### config.mk
export PLATFORM = sky130hd
export DESIGN_NAME = stale_read_ctrl
export DESIGN_NICKNAME = d
export VERILOG_FILES = /design/src/rtl/stale_pkg.sv /design/src/rtl/sr_safety_cmp.sv /design/src/rtl/sr_expire_gen.sv /design/src/rtl/sr_state.sv /design/src/rtl/stale_read_ctrl.sv
export SDC_FILE = /design/constraint.sdc
export NUM_CORES = 1
export LEC_CHECK = 0
export CORE_ASPECT_RATIO = 0.75
export CORE_MARGIN = 3
export CORE_UTILIZATION = 39
export CTS_CLUSTER_SIZE = 25
export DETAILED_ROUTE_END_ITERATION = 6
export GPL_TIMING_DRIVEN = 0
export PLACE_DENSITY = 0.78
export SLEW_MARGIN = 20
export SYNTH_ARGS = -nofsm -noshare
export SYNTH_HDL_FRONTEND = slang
export SYNTH_HIERARCHICAL = 1
export SYNTH_SLANG_ARGS = --single-unit
### constraint.sdc
create_clock -name clk -period 1.9 [get_ports clk]
set_input_delay 0.38 -clock clk [delete_from_list [all_inputs] [get_ports clk]]
set_output_delay 0.38 -clock clk [all_outputs]
set_load 0.01 [all_outputs]
### src/rtl/stale_pkg.sv
package stale_pkg;

  typedef enum logic [1:0] {
    RESP_NONE  = 2'd0,
    RESP_HIT   = 2'd1,
    RESP_STALE = 2'd2,
    RESP_MISS  = 2'd3
  } resp_e;

  // Grant decision for one access, from line state and the safety verdict.
  function automatic resp_e decide(input logic valid, input logic store,
                                   input logic resident, input logic stale,
                                   input logic safe);
    if (!valid)         return RESP_NONE;
    else if (!resident) return RESP_MISS;
    else if (!stale)    return RESP_HIT;
    else if (store)     return RESP_MISS;
    else if (safe)      return RESP_STALE;
    else                return RESP_MISS;
  endfunction

endpackage

### src/rtl/sr_safety_cmp.sv
module sr_safety_cmp #(
  parameter int NPROC = 4,
  parameter int TSW   = 8
) (
  input  logic [NPROC*TSW-1:0] proc_vc_i,
  input  logic [NPROC*TSW-1:0] stamp_i,
  output logic                 safe_o
);
  logic [NPROC-1:0] entry_ok;

  for (genvar g = 0; g < NPROC; g++) begin : g_entry
    assign entry_ok[g] = proc_vc_i[g*TSW +: TSW] <= stamp_i[g*TSW +: TSW];
  end

  assign safe_o = &entry_ok;
endmodule

### src/rtl/sr_expire_gen.sv
module sr_expire_gen #(
  parameter int NPROC   = 4,
  parameter int TSW     = 8,
  parameter int MY_ID   = 0,
  parameter int EXP_INC = 4
) (
  input  logic [NPROC*TSW-1:0] proc_vc_i,
  output logic [NPROC*TSW-1:0] expire_o
);
  localparam logic [TSW-1:0] INC = TSW'(EXP_INC);

  for (genvar g = 0; g < NPROC; g++) begin : g_entry
    if (g == MY_ID) begin : g_own
      assign expire_o[g*TSW +: TSW] = proc_vc_i[g*TSW +: TSW] + INC;
    end else begin : g_copy
      assign expire_o[g*TSW +: TSW] = proc_vc_i[g*TSW +: TSW];
    end
  end
endmodule

### src/rtl/sr_state.sv
module sr_state #(
  parameter int VW = 32
) (
  input  logic          clk,
  input  logic          rst_n,
  input  logic          set_stale_i,
  input  logic [VW-1:0] new_stamp_i,
  input  logic          clear_i,
  input  logic          mark_pf_i,
  output logic          stale_o,
  output logic          pf_issued_o,
  output logic [VW-1:0] stamp_o
);
  logic          stale_q, pf_q;
  logic [VW-1:0] stamp_q;

  always_ff @(posedge clk) begin
    if (!rst_n) begin
      stale_q <= 1'b0;
      pf_q    <= 1'b0;
      stamp_q <= '0;
    end else if (set_stale_i) begin
      stale_q <= 1'b1;
      pf_q    <= 1'b0;
      stamp_q <= new_stamp_i;
    end else if (clear_i) begin
      stale_q <= 1'b0;
      pf_q    <= 1'b0;
    end else if (mark_pf_i) begin
      pf_q    <= 1'b1;
    end
  end

  assign stale_o     = stale_q;
  assign pf_issued_o = pf_q;
  assign stamp_o     = stamp_q;

  AST_STAMP_HELD: assert property (@(posedge clk) disable iff (!rst_n)
    !set_stale_i |=> $stable(stamp_q));
  AST_FILL_CLEARS: assert property (@(posedge clk) disable iff (!rst_n)
    clear_i && !set_stale_i |=> !stale_q && !pf_q);
  AST_INV_WINS: assert property (@(posedge clk) disable iff (!rst_n)
    set_stale_i |=> stale_q && !pf_q);
endmodule

### src/rtl/stale_read_ctrl.sv
module stale_read_ctrl #(
  parameter int NPROC   = 4,
  parameter int TSW     = 8,
  parameter int MY_ID   = 0,
  parameter int EXP_INC = 4
) (
  input  logic                 clk,
  input  logic                 rst_n,
  input  logic                 resident_i,
  input  logic [NPROC*TSW-1:0] proc_vc_i,
  input  logic                 inv_valid_i,
  input  logic [NPROC*TSW-1:0] inv_stamp_i,
  output logic                 ack_valid_o,
  output logic [NPROC*TSW-1:0] ack_expire_o,
  input  logic                 acc_valid_i,
  input  logic                 acc_store_i,
  output logic                 hit_o,
  output logic                 stale_hit_o,
  output logic                 miss_o,
  output logic                 prefetch_o,
  input  logic                 fill_valid_i,
  output logic                 stale_o
);
  import stale_pkg::*;

  localparam int VW = NPROC * TSW;

  if (EXP_INC < 1 || MY_ID < 0 || MY_ID >= NPROC) begin : g_bad_param
    $error("stale_read_ctrl: EXP_INC must be >= 1 and MY_ID inside the vector");
  end

  logic          stale_w, pf_issued_w, safe_w, set_stale_w, mark_pf_w;
  logic [VW-1:0] stamp_w;
  resp_e         resp_w;

  assign set_stale_w = inv_valid_i && resident_i;

  sr_state #(.VW(VW)) i_state (
    .clk        (clk),
    .rst_n      (rst_n),
    .set_stale_i(set_stale_w),
    .new_stamp_i(inv_stamp_i),
    .clear_i    (fill_valid_i),
    .mark_pf_i  (mark_pf_w),
    .stale_o    (stale_w),
    .pf_issued_o(pf_issued_w),
    .stamp_o    (stamp_w)
  );

  sr_safety_cmp #(.NPROC(NPROC), .TSW(TSW)) i_cmp (
    .proc_vc_i(proc_vc_i),
    .stamp_i  (stamp_w),
    .safe_o   (safe_w)
  );

  sr_expire_gen #(.NPROC(NPROC), .TSW(TSW), .MY_ID(MY_ID), .EXP_INC(EXP_INC)) i_exp (
    .proc_vc_i(proc_vc_i),
    .expire_o (ack_expire_o)
  );

  assign resp_w      = decide(acc_valid_i, acc_store_i, resident_i, stale_w, safe_w);
  assign hit_o       = resp_w == RESP_HIT;
  assign stale_hit_o = resp_w == RESP_STALE;
  assign miss_o      = resp_w == RESP_MISS;
  assign mark_pf_w   = stale_hit_o && !pf_issued_w;
  assign prefetch_o  = mark_pf_w;
  assign ack_valid_o = inv_valid_i;
  assign stale_o     = stale_w;

  AST_STORE_NEVER_LOCAL: assert property (@(posedge clk) disable iff (!rst_n)
    acc_valid_i && acc_store_i && stale_w |-> miss_o && !hit_o && !stale_hit_o);
  AST_STALE_ONLY_SAFE: assert property (@(posedge clk) disable iff (!rst_n)
    stale_hit_o |-> safe_w && stale_w && !acc_store_i);
  AST_UNSAFE_KEEPS_STALE: assert property (@(posedge clk) disable iff (!rst_n)
    acc_valid_i && !acc_store_i && stale_w && !safe_w && !fill_valid_i |=> stale_w);
  AST_SINGLE_PREFETCH: assert property (@(posedge clk) disable iff (!rst_n)
    prefetch_o && !inv_valid_i && !fill_valid_i |=> !prefetch_o);
  AST_ONE_RESPONSE: assert property (@(posedge clk) disable iff (!rst_n)
    $countones({hit_o, stale_hit_o, miss_o}) == (acc_valid_i ? 1 : 0));
  AST_ACK_EVERY_INV: assert property (@(posedge clk) disable iff (!rst_n)
    inv_valid_i |-> ack_valid_o);
endmodule

==> out/results.tsv, run 1 <==
stage	metric	value	unit
place	numPortBuffers	108	
synthesis	synth_flop_cell	dfxtp_1	
setup_path	cp.required	1520	ps
layout	n_antenna_cell	0	
setup_path	start_kind	flip-flop	
place	placed_cells	449	
layout	areaGrowthSynthToFinish	62.4	%
floorplanning	ioPinCount	109	
layout	final_util	67.5	%
global_route	grt_start_max_net_pins	11	
drt	routedWlPerCell	13.6	um
clocking	clock_tree.buffer_depth	2	
floorplanning	dieArea	7380	um^2
setup_path	path_max_fanout	3	
pwr	powerDensity	481	nW/um^2
floorplanning	fp-row-count	24	
place	place.gp.congestion	0.880	
synthesis	yosysTopAreaCell	dfxtp_1	
clocking	clk_latency	280	ps
synthesis	synth_commonest_cells	dfxtp_1, inv_1, nor2b_1	
drt	routed_via_density	4.59	
floorplanning	die_w	98.2	um
layout	final_nets	484	
floorplanning	core-area	5980	um^2
sta	period_share	129	%
global_route	grt_pass1_vias	2158	
synthesis	synth_edf_count	0	
drt	num_vias	2103	
floorplanning	start_util	41.6	%
synthesis	synth_fp_nets	367	
synthesis	yosysSeqAreaShare	27.4	%
sta	relSlewSlack	74.8	%
layout	layout-drive-gt1-share	29.2	%
drt	ant_nets	0	
pwr	ir_drop	312	uV
sta	rsz0062_at_grt	true	
layout	seq_area	694	um^2
hold_path	hp-class	reg2reg	
sta	finalHoldViolations	0	
floorplanning	die_h	75.1	um
clocking	root_buffer	clkbuf_8	
sta	layout_min_cycle_time	2460	ps
outcome	violations	negative setup slack	
setup_path	crit_type	reg2out	
flow_run	max_cap_viol_count	0	
setup_path	cp-end-kind	output port	
sta	setup_slack	-559	ps
clocking	cts_sinks	34	
layout	multi_input_area	1710	um^2
synthesis	netlist_instances	263	
sta	setup_violations	4	
outcome	status	complete, but fails checks	
setup_path	crit_family	simple AND/OR/NAND/NOR gates	
synthesis	yosysTopAreaCellShare	27.4	%
drt	routed_wl	6210	um
place	hpwl	4930	um
place	place_area	3760	um^2
setup_path	critPathMaxStageDelay	330	ps
global_route	antenna_found_initial	0	
drt	drt_iter0_drc	46	
layout	n_fill_cell	484	
setup_path	slowest_stage	dfxtp_2	
synthesis	yosys-top-cells-area	dfxtp_1, ha_1, mux2i_1	
synthesis	ys_async_sr_fraction	0	%
clocking	htree_levels	2	
clocking	cts_buffers	5	
setup_path	arrival	2080	ps
setup_path	worstPathCellList	inv_1 -> ha_4 -> nand4_1 -> o22ai_2 -> and4_1 -> nor2b_4 -> and4bb_2 -> buf_6	
global_route	grt_pass1_wl	10100	um
clocking	cts_tree	yes	
drt	drc	0	
clocking	clk_pin_slew	60	ps
global_route	grt-ovfl-total	0	
layout	final_cells	458	
pwr	power_leakage	1.60	nW
synthesis	avgSynthCellArea	9.45	um^2
place	pre_cts_ws	-1320	ps
sta	slew_viol_final	0	
synthesis	yosys_warnings	6	
drt	firstDrtPassIters	4	
sta	finalClockSkew	3.23	ps
global_route	track_usage	17.1	%
sta	worst_pin_slew	378	ps
synthesis	synth_seq_cells	34	
layout	fin_area	4040	um^2
setup_path	crit_buf_inv	2	
synthesis	yosysUniqueCellTypes	30	
synthesis	syn_area	2480	um^2
sta	fmax	407	MHz
[worst min-delay path, delay by kind of cell (launching register included)]
kind             cells  cell delay (ps)
and+or+nand+nor      1              100
DFF                  1              320
muxes                1               60
[layout make-up]
cell class / instances / share of cell area [%]
Multi-Input combinational cell: 161 / 42.4
Timing Repair Buffer: 110 / 25.9
Sequential cell: 34 / 17.2
Buffer: 34 / 7.07
Inverter: 34 / 3.16
Tap cell: 78 / 2.42
Clock buffer: 7 / 1.89
[logic make-up (layout without fill, tap and decap cells)]
group	count (synthesis)	count (layout)	share of synthesized area, %
AOI/OAI and AO/OA	30	30	7.75
DFF	34	34	27.4
muxes	32	32	12.9
adders and majority gates	33	33	16.6
and+or+nand+nor	62	62	17.3
xor gates and xnor gates	4	4	1.41
buffers and inverters	68	185	16.6
[metrics by stage]
step           TNS, ps  power (mW)  hold slack, ps
2_1_floorplan     -119        1.11             454
3_3_place_gp     -6340        1.41             495
3_5_place_dp     -6600        1.42             502
4_1_cts          -1720        1.94             516
5_1_grt          -2150        2.07             539
6_report         -1680        1.94             513
[state kept, by name, indices dropped and copies added, names as in the netlist]
signal               count
i_state/stamp_o         32
i_state/stale_o          1
i_state/pf_issued_o      1
[repair_timing]
item / in CTS / in global routing
setup endpoints to repair: 19 / 4
pin swaps: 32 / 7
buffers inserted: 1 / 1
hold buffers: 0 / 0
resized for setup: 91 / 16
hold endpoints to repair: 0 / 0
gates cloned: 0 / 0
[power by group]
part,switching [mW],leakage (nW),internal (mW)
Sequential,0.0192,0.283,0.750
Combinational,0.270,1.28,0.410
Clock,0.239,0.0383,0.252
Total,0.529,1.60,1.41
[placed cells by master, fill, tap and decap left out]
| cell type | netlist | final |
|---|---|---|
| a21oi_1 | 15 | 7 |
| a21oi_2 | 1 | 9 |
| and2_1 | 1 | 1 |
| and3_4 | 1 | 1 |
| and4_1 | 1 | 1 |
| and4_2 | 1 | 1 |
| and4bb_2 | 1 | 1 |
| buf_12 | 3 | 3 |
| buf_2 | 0 | 1 |
| buf_4 | 27 | 29 |
| buf_6 | 1 | 3 |
| clkbuf_1 | 3 | 5 |
| clkbuf_2 | 0 | 1 |
| clkbuf_8 | 0 | 5 |
| clkdlybuf4s15_1 | 0 | 3 |
| clkdlybuf4s50_1 | 0 | 66 |
| dfxtp_1 | 34 | 23 |
| dfxtp_2 | 0 | 11 |
| dlygate4sd2_1 | 0 | 35 |
| ha_1 | 33 | 9 |
| ha_2 | 0 | 5 |
| ha_4 | 0 | 19 |
| inv_1 | 34 | 27 |
| inv_2 | 0 | 7 |
| mux2i_1 | 32 | 32 |
| nand2_1 | 6 | 6 |
| nand3_1 | 1 | 1 |
| nand3_2 | 1 | 1 |
| nand4_1 | 8 | 8 |
| nor2_1 | 2 | 2 |
| nor2b_1 | 34 | 33 |
| nor2b_4 | 3 | 5 |
| nor4b_4 | 1 | 1 |
| o211ai_2 | 4 | 4 |
| o21a_1 | 1 | 1 |
| o21ai_1 | 0 | 4 |
| o22ai_1 | 5 | 1 |
| o22ai_2 | 0 | 4 |
| xnor2_1 | 2 | 2 |
| xor2_1 | 2 | 2 |
[metal layers]
| layer | global-route usage (%) | wire length [um] | vias up |
|---|---|---|---|
| met2 | 30.6 | 3050 | 60 |
| met3 | 3.98 | 335 | 5 |
| met1 | 21.2 | 2770 | 939 |
| met5 | 0 | 0 | - |
| li1 | - | - | 1099 |
| met4 | 4.55 | 53 | 0 |
[worst paths after layout]
path / slack, ps / to / cells after the start / startpoint
setup / recovery: -560 / prefetch_o / 8 / i_state/stamp_o[29]
hold / removal: 510 / i_state/stamp_o[20] / 2 / i_state/stamp_o[20]
setup reg to reg: -130 / i_state/pf_issued_o / 9 / i_state/stamp_o[29]
hold reg to reg: 510 / i_state/stamp_o[20] / 2 / i_state/stamp_o[20]
No activity file was read; power rests on OpenSTA's default activity.
==> run 2, diff against run 1 <==
--- a/config.mk
+++ b/config.mk
@@ -10,6 +10,7 @@
 export CORE_UTILIZATION = 39
 export CTS_CLUSTER_SIZE = 25
 export DETAILED_ROUTE_END_ITERATION = 6
+export GPL_ROUTABILITY_DRIVEN = 0
 export GPL_TIMING_DRIVEN = 0
 export PLACE_DENSITY = 0.78
 export SLEW_MARGIN = 20
==> constraint.sdc (replaced) <==
create_clock -name clk -period 2 [get_ports clk]
set_input_delay 0.4 -clock clk [delete_from_list [all_inputs] [get_ports clk]]
set_output_delay 0.4 -clock clk [all_outputs]
set_load 0.01 [all_outputs]
==> run 2 against run 1 <==
Net effect:
- the flow still finishes with violations (negative setup slack)
- cell count up 0.44%
- design area is 0.50% higher
- non-clock buffer count up 1
- largest power group unchanged
- total power decreased by 3.1%
- count of clock-buffer cells in the layout is the same
==> out/results.tsv, run 2 (synthesized netlist as in run 1, its figures left out) <==
stage	metric	value	unit	change
pwr	ir_drop	251	uV	-20%
clocking	cts_buffers	5		unchanged
pwr	power_leakage	1.61	nW	+0.61%
flow_run	max_cap_viol_count	0		unchanged
layout	final_util	67.9	%	+0.33 points
sta	layout_min_cycle_time	2500	ps	
sta	slew_viol_final	0		unchanged
floorplanning	fp-row-count	24		unchanged
drt	drc	0		unchanged
layout	layout-drive-gt1-share	28.8	%	-0.41 points
hold_path	hp-class	reg2reg		
global_route	grt-ovfl-total	0		unchanged
drt	ant_nets	0		unchanged
drt	drt_iter0_drc	25		-46%
drt	routedWlPerCell	13.4	um	-0.98%
layout	multi_input_area	1690	um^2	-1.2%
clocking	clk_pin_slew	70	ps	about the same
floorplanning	ioPinCount	109		unchanged
clocking	clock_tree.buffer_depth	2		unchanged
layout	final_nets	485		+0.21%
sta	finalHoldViolations	0		unchanged
drt	firstDrtPassIters	4		unchanged
global_route	grt_pass1_vias	2273		+5.3%
clocking	root_buffer	clkbuf_8		
setup_path	crit_type	reg2out		
floorplanning	start_util	41.6	%	unchanged
floorplanning	die_h	75.1	um	unchanged
sta	setup_slack	-497	ps	+62.2 ps
place	pre_cts_ws	-1260	ps	+66.9 ps
setup_path	cp.required	1600	ps	+80 ps
sta	relSlewSlack	76.6	%	+1.8 points
layout	n_antenna_cell	0		unchanged
global_route	track_usage	17.3	%	+0.20 points
clocking	cts_sinks	34		unchanged
sta	period_share	125	%	
global_route	antenna_found_initial	0		unchanged
global_route	grt_start_max_net_pins	11		unchanged
clocking	cts_tree	yes		
sta	fmax	401	MHz	
floorplanning	dieArea	7380	um^2	unchanged
outcome	violations	negative setup slack		
drt	routed_via_density	4.62		+0.70%
pwr	finalPower	1.88	mW	-3.1%
clocking	clk_latency	280	ps	about the same
setup_path	path_max_fanout	3		unchanged
setup_path	cp-end-kind	output port		
sta	setup_violations	4		unchanged
place	hpwl	4980	um	+0.96%
clocking	cts_hold_buf	0		unchanged
place	numPortBuffers	108		unchanged
sta	tns	-1610	ps	+70.2 ps
layout	seq_area	693	um^2	-0.18%
layout	final_cell_mix	clkdlybuf4s50_1, nor2b_1, mux2i_1		
outcome	status	complete, but fails checks		
drt	num_vias	2127		+1.1%
floorplanning	core-area	5980	um^2	unchanged
sta	holdWs	509	ps	-3.89 ps
clocking	htree_levels	2		unchanged
setup_path	arrival	2100	ps	+20 ps
sta	finalClockSkew	6.36	ps	+3.12 ps
global_route	grt_pass1_wl	10400	um	+3.2%
floorplanning	die_w	98.2	um	unchanged
layout	n_fill_cell	502		+3.7%
setup_path	start_kind	flip-flop		
sta	worst_pin_slew	351	ps	-26.8 ps
sta	rsz0062_at_grt	true		
layout	final_common_cell	clkdlybuf4s50_1		
layout	largest_reg_flops	32		unchanged
pwr	powerDensity	464	nW/um^2	-3.6%
layout	areaGrowthSynthToFinish	63.2	%	
drt	routed_wl	6180	um	-0.55%
## run 2: cell count changes in the layout (fill, tap and decap cells not counted), sizes merged
cell           before  now
clkdlybuf4s15       3   10
dlygate4sd2        35   28
clkinv              0    1
clkdlybuf4s50      66   67
clkbuf             11   10
buf                36   37
## run 2: layout make-up
type                    instances  share of cell area [%]
plain buffers                  34                    7.03
clock inverters                 1                   0.123
repair buffers                111                    26.4
multi-input cells             161                    41.7
clock buffers                   7                    2.13
well taps                      78                    2.41
flip-flops and latches         34                    17.1
inverters                      34                    3.15
## run 2: path summary, 6_finish.rpt
kind / from / endpoint / slack, ps / cells after the start
hold / removal: i_state/stamp_o[17] / i_state/stamp_o[17] / 510 / 2
hold reg to reg: i_state/stamp_o[17] / i_state/stamp_o[17] / 510 / 2
setup reg to reg: i_state/stamp_o[20] / i_state/pf_issued_o / -230 / 12
setup / recovery: i_state/stamp_o[20] / prefetch_o / -500 / 9
## run 2: repair_timing
item                       in CTS  in global routing
setup endpoints to repair      11                  4
gates resized for setup       107                  5
pin swaps                      40                  3
buffers inserted                2                  1
## run 2: power breakdown
| part | switching [mW] | internal, mW |
|---|---|---|
| clock network | 0.237 | 0.278 |
| logic | 0.251 | 0.385 |
| registers | 0.0178 | 0.712 |
| total | 0.506 | 1.37 |
## run 2: metal layers
metal,global-route usage [%],share of wire [%],up-vias,routed length [um]
met2,30.9,48,62,2970
met1,22.5,46,971,2870
li1,-,-,1092,-
met4,2.27,0.065,0,4
met5,0,0,-,0
met3,3.89,5.4,2,332
## run 2: through the flow
stage,instances,instance area [um^2]
global route,460,4060
detailed placement,449,3740
finish,460,4060
global placement,449,3740
floorplan,263,2560
CTS,459,4040
## run 2: worst max-delay path, stage by stage, from the launching register on
cell and delay (ps):
dfxtp_2 340, inv_2 30, ha_1 270, nand4_1 200
a21oi_2 190, o22ai_2 90, and4_1 200, nor2b_4 130
and4bb_2 230, buf_6 120
